File: src/rtl/dtmf_pkg.sv
package dtmf_pkg;

  // Nominal frequency in Hz of index k for the low (hi_band=0) or high band.
  function automatic int tone_hz(input bit hi_band, input int k);
    int f;
    if (!hi_band) begin
      case (k)
        0: f = 697;
        1: f = 770;
        2: f = 852;
        default: f = 941;
      endcase
    end else begin
      case (k)
        0: f = 1209;
        1: f = 1336;
        2: f = 1477;
        default: f = 1633;
      endcase
    end
    return f;
  endfunction

  // Clock count for a frequency scaled by factor/1000 plus add/1000 Hz.
  function automatic int cnt_bound(input longint clk_hz, input int f,
                                   input int factor_milli, input int add_milli_hz);
    longint den;
    den = longint'(f) * longint'(factor_milli) + longint'(add_milli_hz);
    return int'((clk_hz * 64'sd1000) / den);
  endfunction

endpackage

File: src/rtl/dtmf_group_meter.sv
module dtmf_group_meter #(
  parameter int CLK_HZ  = 3579545,
  parameter bit HI_BAND = 1'b0,
  parameter int NAVG    = 4
) (
  input  logic       clk,
  input  logic       rst,
  input  logic       sq_in,
  output logic       valid_o,
  output logic [1:0] idx_o
);
  localparam int NTONE = 4;
  localparam int AW    = $clog2(NAVG);
  localparam int TMO_I = 2 * dtmf_pkg::cnt_bound(CLK_HZ, dtmf_pkg::tone_hz(HI_BAND, 0), 965, 0);
  localparam int CW    = $clog2(TMO_I + 2);
  localparam logic [CW-1:0] TMO       = CW'(TMO_I);
  localparam logic [AW:0]   FILL_FULL = (AW+1)'(NAVG);

  logic [2:0]    sync_q;
  logic [CW-1:0] cnt_q;
  logic          have_ref_q;
  logic [AW:0]   fill_q;
  logic [CW-1:0] smp_q [NAVG];
  logic          valid_q, valid_n;
  logic [1:0]    idx_q, idx_n;
  logic          rise, timeout;
  logic [CW+AW-1:0] sum;
  logic [CW-1:0] avg;
  logic [NTONE-1:0] acc_hit, all_in;

  assign rise    = sync_q[1] & ~sync_q[2];
  assign timeout = have_ref_q && (cnt_q > TMO);

  always_comb begin
    sum = '0;
    for (int i = 0; i < NAVG; i++) sum = sum + (CW+AW)'(smp_q[i]);
    avg = sum[CW+AW-1:AW];
  end

  function automatic logic all_within(input logic [CW-1:0] lo, input logic [CW-1:0] hi);
    logic ok;
    ok = 1'b1;
    for (int i = 0; i < NAVG; i++) ok = ok & (smp_q[i] >= lo) & (smp_q[i] <= hi);
    return ok;
  endfunction

  for (genvar k = 0; k < NTONE; k++) begin : gen_win
    localparam int F = dtmf_pkg::tone_hz(HI_BAND, k);
    localparam logic [CW-1:0] ACC_LO = CW'(dtmf_pkg::cnt_bound(CLK_HZ, F, 1015, 2000));
    localparam logic [CW-1:0] ACC_HI = CW'(dtmf_pkg::cnt_bound(CLK_HZ, F, 985, -2000));
    localparam logic [CW-1:0] REJ_LO = CW'(dtmf_pkg::cnt_bound(CLK_HZ, F, 1035, 0));
    localparam logic [CW-1:0] REJ_HI = CW'(dtmf_pkg::cnt_bound(CLK_HZ, F, 965, 0));
    assign acc_hit[k] = (avg >= ACC_LO) && (avg <= ACC_HI);
    assign all_in[k]  = all_within(REJ_LO, REJ_HI);
  end

  always_comb begin
    valid_n = 1'b0;
    idx_n   = idx_q;
    if (fill_q == FILL_FULL && !timeout) begin
      for (int k = 0; k < NTONE; k++) begin
        if (!valid_n && acc_hit[k] && all_in[k]) begin
          valid_n = 1'b1;
          idx_n   = k[1:0];
        end
      end
      if (!valid_n && valid_q && all_in[idx_q]) valid_n = 1'b1;
    end
  end

  always_ff @(posedge clk) begin
    if (rst) begin
      sync_q     <= '0;
      cnt_q      <= '0;
      have_ref_q <= 1'b0;
      fill_q     <= '0;
      for (int i = 0; i < NAVG; i++) smp_q[i] <= '0;
      valid_q    <= 1'b0;
      idx_q      <= '0;
    end else begin
      sync_q <= {sync_q[1:0], sq_in};
      if (rise) begin
        cnt_q      <= CW'(1);
        have_ref_q <= 1'b1;
        if (have_ref_q) begin
          smp_q[0] <= cnt_q;
          for (int i = 1; i < NAVG; i++) smp_q[i] <= smp_q[i-1];
          if (fill_q != FILL_FULL) fill_q <= fill_q + 1'b1;
        end
      end else if (timeout) begin
        cnt_q      <= '0;
        have_ref_q <= 1'b0;
        fill_q     <= '0;
      end else if (have_ref_q) begin
        cnt_q <= cnt_q + 1'b1;
      end
      valid_q <= valid_n;
      idx_q   <= idx_n;
    end
  end

  assign valid_o = valid_q;
  assign idx_o   = idx_q;

  AST_FULL_SET_BEFORE_VALID: assert property (@(posedge clk) disable iff (rst)
    valid_q |-> ($past(fill_q) == FILL_FULL));
  AST_SILENCE_CLEARS: assert property (@(posedge clk) disable iff (rst)
    timeout |=> !valid_q);

endmodule

File: src/rtl/dtmf_pair_decoder.sv
module dtmf_pair_decoder #(
  parameter int CLK_HZ = 3579545,
  parameter int NAVG   = 4
) (
  input  logic       clk,
  input  logic       rst,
  input  logic       low_tone_in,
  input  logic       high_tone_in,
  output logic [1:0] row_o,
  output logic [1:0] col_o,
  output logic       sig_cond_o
);
  logic       lo_valid, hi_valid;
  logic [1:0] lo_idx, hi_idx;
  logic [1:0] row_q, col_q;
  logic       flag_q;

  dtmf_group_meter #(.CLK_HZ(CLK_HZ), .HI_BAND(1'b0), .NAVG(NAVG)) u_low (
    .clk(clk), .rst(rst), .sq_in(low_tone_in), .valid_o(lo_valid), .idx_o(lo_idx));

  dtmf_group_meter #(.CLK_HZ(CLK_HZ), .HI_BAND(1'b1), .NAVG(NAVG)) u_high (
    .clk(clk), .rst(rst), .sq_in(high_tone_in), .valid_o(hi_valid), .idx_o(hi_idx));

  always_ff @(posedge clk) begin
    if (rst) begin
      flag_q <= 1'b0;
      row_q  <= '0;
      col_q  <= '0;
    end else begin
      flag_q <= lo_valid & hi_valid;
      if (lo_valid && hi_valid) begin
        row_q <= lo_idx;
        col_q <= hi_idx;
      end
    end
  end

  assign row_o      = row_q;
  assign col_o      = col_q;
  assign sig_cond_o = flag_q;

  AST_FLAG_NEEDS_BOTH: assert property (@(posedge clk) disable iff (rst)
    flag_q |-> $past(lo_valid && hi_valid));
  AST_FLAG_FALLS: assert property (@(posedge clk) disable iff (rst)
    !(lo_valid && hi_valid) |=> !flag_q);
  AST_KEY_HELD: assert property (@(posedge clk) disable iff (rst)
    !(lo_valid && hi_valid) |=> ($stable(row_q) && $stable(col_q)));

endmodule

File: config.mk
export PLATFORM = sky130hd
export DESIGN_NAME = dtmf_pair_decoder
export DESIGN_NICKNAME = d
export VERILOG_FILES = /design/src/rtl/dtmf_pkg.sv /design/src/rtl/dtmf_group_meter.sv /design/src/rtl/dtmf_pair_decoder.sv
export SDC_FILE = /design/constraint.sdc
export NUM_CORES = 1
export LEC_CHECK = 0
export CAP_MARGIN = 20
export CORE_ASPECT_RATIO = 1.2
export CORE_MARGIN = 3
export CORE_UTILIZATION = 51
export CTS_CLUSTER_DIAMETER = 50
export DETAILED_ROUTE_END_ITERATION = 16
export DONT_BUFFER_PORTS = 1
export PLACE_DENSITY = 0.66
export REMOVE_ABC_BUFFERS = 1
export SETUP_SLACK_MARGIN = 0.15
export SYNTH_ARGS = -nofsm -noshare
export SYNTH_HDL_FRONTEND = slang
export SYNTH_SLANG_ARGS = --single-unit
File: constraint.sdc
create_clock -name clk -period 7.45 [get_ports clk]
set_clock_uncertainty 0.2 [all_clocks]
set_input_delay 0.745 -clock clk [delete_from_list [all_inputs] [get_ports clk]]
set_output_delay 0.745 -clock clk [all_outputs]
set_load 0.02 [all_outputs]
==> summary.md <==
| Metric | Value |
|---|---|
| TritonCTS Buffers | `17` |
| Root buffer cell | `clkbuf_16` |
| Post-route ant nets | `0` |
| Area leader, netlist | `edfxtp_1` |
| Nets | `around 1400` |
| Critical path launch point type | `register` |
| Grt ovf | `0` |
| Final setup violation count | `0` |
| Mapped Area | `approximately 12000 um2` |
| Worst-Skew Late Latency | `~430 ps` |
| CTS Buffer Depth | `2` |
| HPWL after DPL | `about 23 mm` |
| Hold Crit Endpoint | `u_low.sync_q[0]$_SDFF_PP0_` |
| Worst r2r dst | `u_high.idx_o[0]$_SDFFE_PP0P_` |
| Die X | `between 100 and 150 um` |
| Util after Layout | `a little under three fifths` |
| Leak pwr | `~5 nW` |
| Clk slew on worst S/H paths | `around 80 ps` |
| Slew headroom | `between 40% and 50%` |
| Period utilisation layout | `a little over four fifths` |
| First-pass GRT wire length | `just under 50 mm` |
| Hold path cells | `1` |
| Post-Synthesis Cells | `approximately 1400` |
| Status | `finished clean` |
| Worst EP required | `approximately 7600 ps` |
| Yosys top cell area share | `a little over a quarter` |
| CTS tree | `done` |
| H-tree depth | `4` |
| Maximum vdd ir drop | `0.160 mV` |
| Die area | `between 20000 and 30000 um2` |
| Post-synth EDFFs | `between 100 and 150` |
| Synth Register Bits | `160` |
| IO buf count | `0` |
| Slew @ Worst Pin | `~880 ps` |
| Setup Buffers After CTS | `0` |
| DR vias | `10000` |
| Synth top area cells | `edfxtp_1 27%, dfxtp_1 8.5%, ha_1 6.3%, fa_1 4.7%, and2_1 4.2%` |
| Crit Path Category | `reg -> reg` |
| Total Routing Usage GR | `roughly a quarter` |
| TritonCTS Sinks | `160` |
| Layout cell share with drive strength beyond 1 | `between 5 and 6%` |
| Slew Limit Fails | `0` |
| Detailed-route wire length per cell | `between 15 and 20 um` |
| Total Wirelength | `30.3 mm` |
| Synth top cells by count | `123 x inv_1, 108 x edfxtp_1, 100 x nor2_1` |
| Warnings from Yosys | `0` |
| Number of cells on the worst reg-to-reg path | `24` |
| Area Growth Syn to Fin | `6.55%` |
| Ys flop type | `edfxtp_1` |
| R2r startpoint | `u_high.smp_q[1][1]$_SDFFCE_PN0P_` |
| Vias in the first global route | `9858` |
| Crit path max fanout | `9` |
| Hold buffer count at CTS | `0` |
| Largest net degree at the start of global routing | `64` |
| Worst Setup SP | `u_high.smp_q[1][1]$_SDFFCE_PN0P_` |
| Seq/Total Area, Yosys | `about a third` |
| Hold Crit Start | `rst` |
| Worst setup EP type | `register` |
| Ant. Diodes | `0` |
| DIE HEIGHT | `between 150 and 200 um` |
| Iteration-0 DRC Markers | `645` |
| Final Hold Viols | `0` |
| Core footprint | `approximately 23000 um2` |
| Worst EP arrival | `approximately 6400 ps` |
| Worst Hold Class | `in -> reg` |
| R2R Setup Slk | `between 1000 and 1500 ps` |
| Via density | `around 6.0` |
| Mean Syn Cell Area | `about 9 um2` |
| PwrDens | `about 200 nW/um2` |
| I/O pin total | `9` |
| GPL Wtd Cong | `about 0.95` |
| Fraction of registers with async set/reset | `0%` |
| Tmin final | `~6200 ps` |
| Initial antenna violation count | `0` |
| Netlist cell types | `between 90 and 100` |
| Detailed-route DRC error count | `0` |
| Number of max-cap violations | `0` |
| Count leader, synth | `inv_1` |
| Achievable Freq | `~0.16 GHz` |
| DRT Pass-1 Iters | `5` |
| FP Rows | `61` |
| Starting Density | `a little over half` |
| Post-CTS sizing | `0` |
| TNS Setup | `0 ps` |
| RSZ-0062 raised after global routing | `false` |
-- per-stage QoR --
| step | cell area [um2] | hold slack [ps] | cells | worst slack, ps | power [mW] |
|---|---|---|---|---|---|
| final | 13000 | 177 | 1661 | 1200 | 2.65 |
| after global routing | 13000 | 167 | 1661 | 739 | 2.80 |
| after CTS | 13000 | 174 | 1661 | 1390 | 2.66 |
| after detailed placement | 12500 | 230 | 1629 | 1410 | 1.82 |
| after global placement | 12500 | 227 | 1629 | 1630 | 1.81 |
| after floorplan | 12100 | 214 | 1310 | 2210 | 1.65 |
-- how the worst max path moves through the flow --
stage	endpoint	cells after the start
finish	u_high.idx_o[0]$_SDFFE_PP0P_	24
global route	u_high.idx_o[0]$_SDFFE_PP0P_	24
CTS	u_high.idx_o[0]$_SDFFE_PP0P_	24
detailed placement	u_high.idx_o[0]$_SDFFE_PP0P_	24
global placement	u_high.idx_o[0]$_SDFFE_PP0P_	24
floorplan	u_high.idx_o[0]$_SDFFE_PP0P_	24
-- critical path: stages, from the launching register on --
cell	delay (ps)
edfxtp_1	440
ha_1	320
a21o_1	170
a21oi_1	210
o21ai_0	120
a21oi_1	240
o21bai_1	100
a21oi_1	270
o21ai_0	160
o21ai_0	230
nand2_1	130
fa_1	490
inv_1	40
ha_1	440
nand2_1	110
o21ai_0	400
mux2i_1	250
o311ai_1	210
a2111o_1	330
a2111oi_0	620
o31ai_1	180
o221ai_1	140
nand2b_1	130
a21oi_1	150
nor2_1	50
-- layout by cell type (no fill, tap or decap), drive strengths merged, types with 11 or more instances in the layout --
cell    instances
xor2           33
nand2          87
nand4          30
o21a           15
nor4           20
nor2b          20
xnor2          28
inv           131
o21ai          55
dfxtp          52
a21o           22
nor3           63
a21oi          85
o31ai          11
a211oi         14
clkbuf         18
nand3          38
and2           83
a31oi          14
ha             62
fa             29
nor2          100
o211ai         15
edfxtp        108
o21bai         11
or3            14
nand2b         20
-- cell families (layout without fill, tap and decap cells) --
family | Yosys count | count (layout) | share of synthesized area [%]
AO/OA/AOI/OAI | 333 | 333 | 19.3
XOR/XNOR | 61 | 61 | 4.52
adder cells (fa/ha/maj) | 91 | 91 | 11.1
buffers and inverters | 166 | 159 | 5.24
flip-flops | 160 | 160 | 35.0
multiplexers | 7 | 7 | 0.808
AND/OR/NAND/NOR | 535 | 535 | 24.0
-- metal layers --
| metal | track usage (%) | vias to the layer above | share of wire, % |
|---|---|---|---|
| met5 | 0 | - | 0 |
| met2 | 38.8 | 284 | 47 |
| li1 | - | 4930 | - |
| met1 | 32.1 | 4776 | 45 |
| met3 | 3.20 | 54 | 5.4 |
| met4 | 7.65 | 0 | 2.4 |
-- state kept, by name, indices dropped and copies added (netlist names), 2 cells and up --
signal and count:
col_o 2, row_o 2, u_high.cnt_q 13, u_high.fill_q 3
u_high.idx_o 2, u_high.smp_q 52, u_high.sync_q 3, u_low.cnt_q 14
u_low.fill_q 3, u_low.idx_o 2, u_low.smp_q 56, u_low.sync_q 3
-- final cells by class --
class | count | area [um2]
fill | 2199 | 10300
timing repair buffer | 4 | 30.0
multi-input combinational | 1027 | 7310
tap | 315 | 394
sequential | 160 | 4280
clock buffer | 18 | 429
inverter | 123 | 462
clock inverter | 14 | 121
-- power breakdown --
part	internal, mW	leakage [nW]	switching, mW	total [mW]
clock	0.438	0.262	0.403	0.842
sequential	0.974	1.53	0.0529	1.03
combinational	0.303	3.19	0.482	0.785
Power figures use the tool's default switching activity.
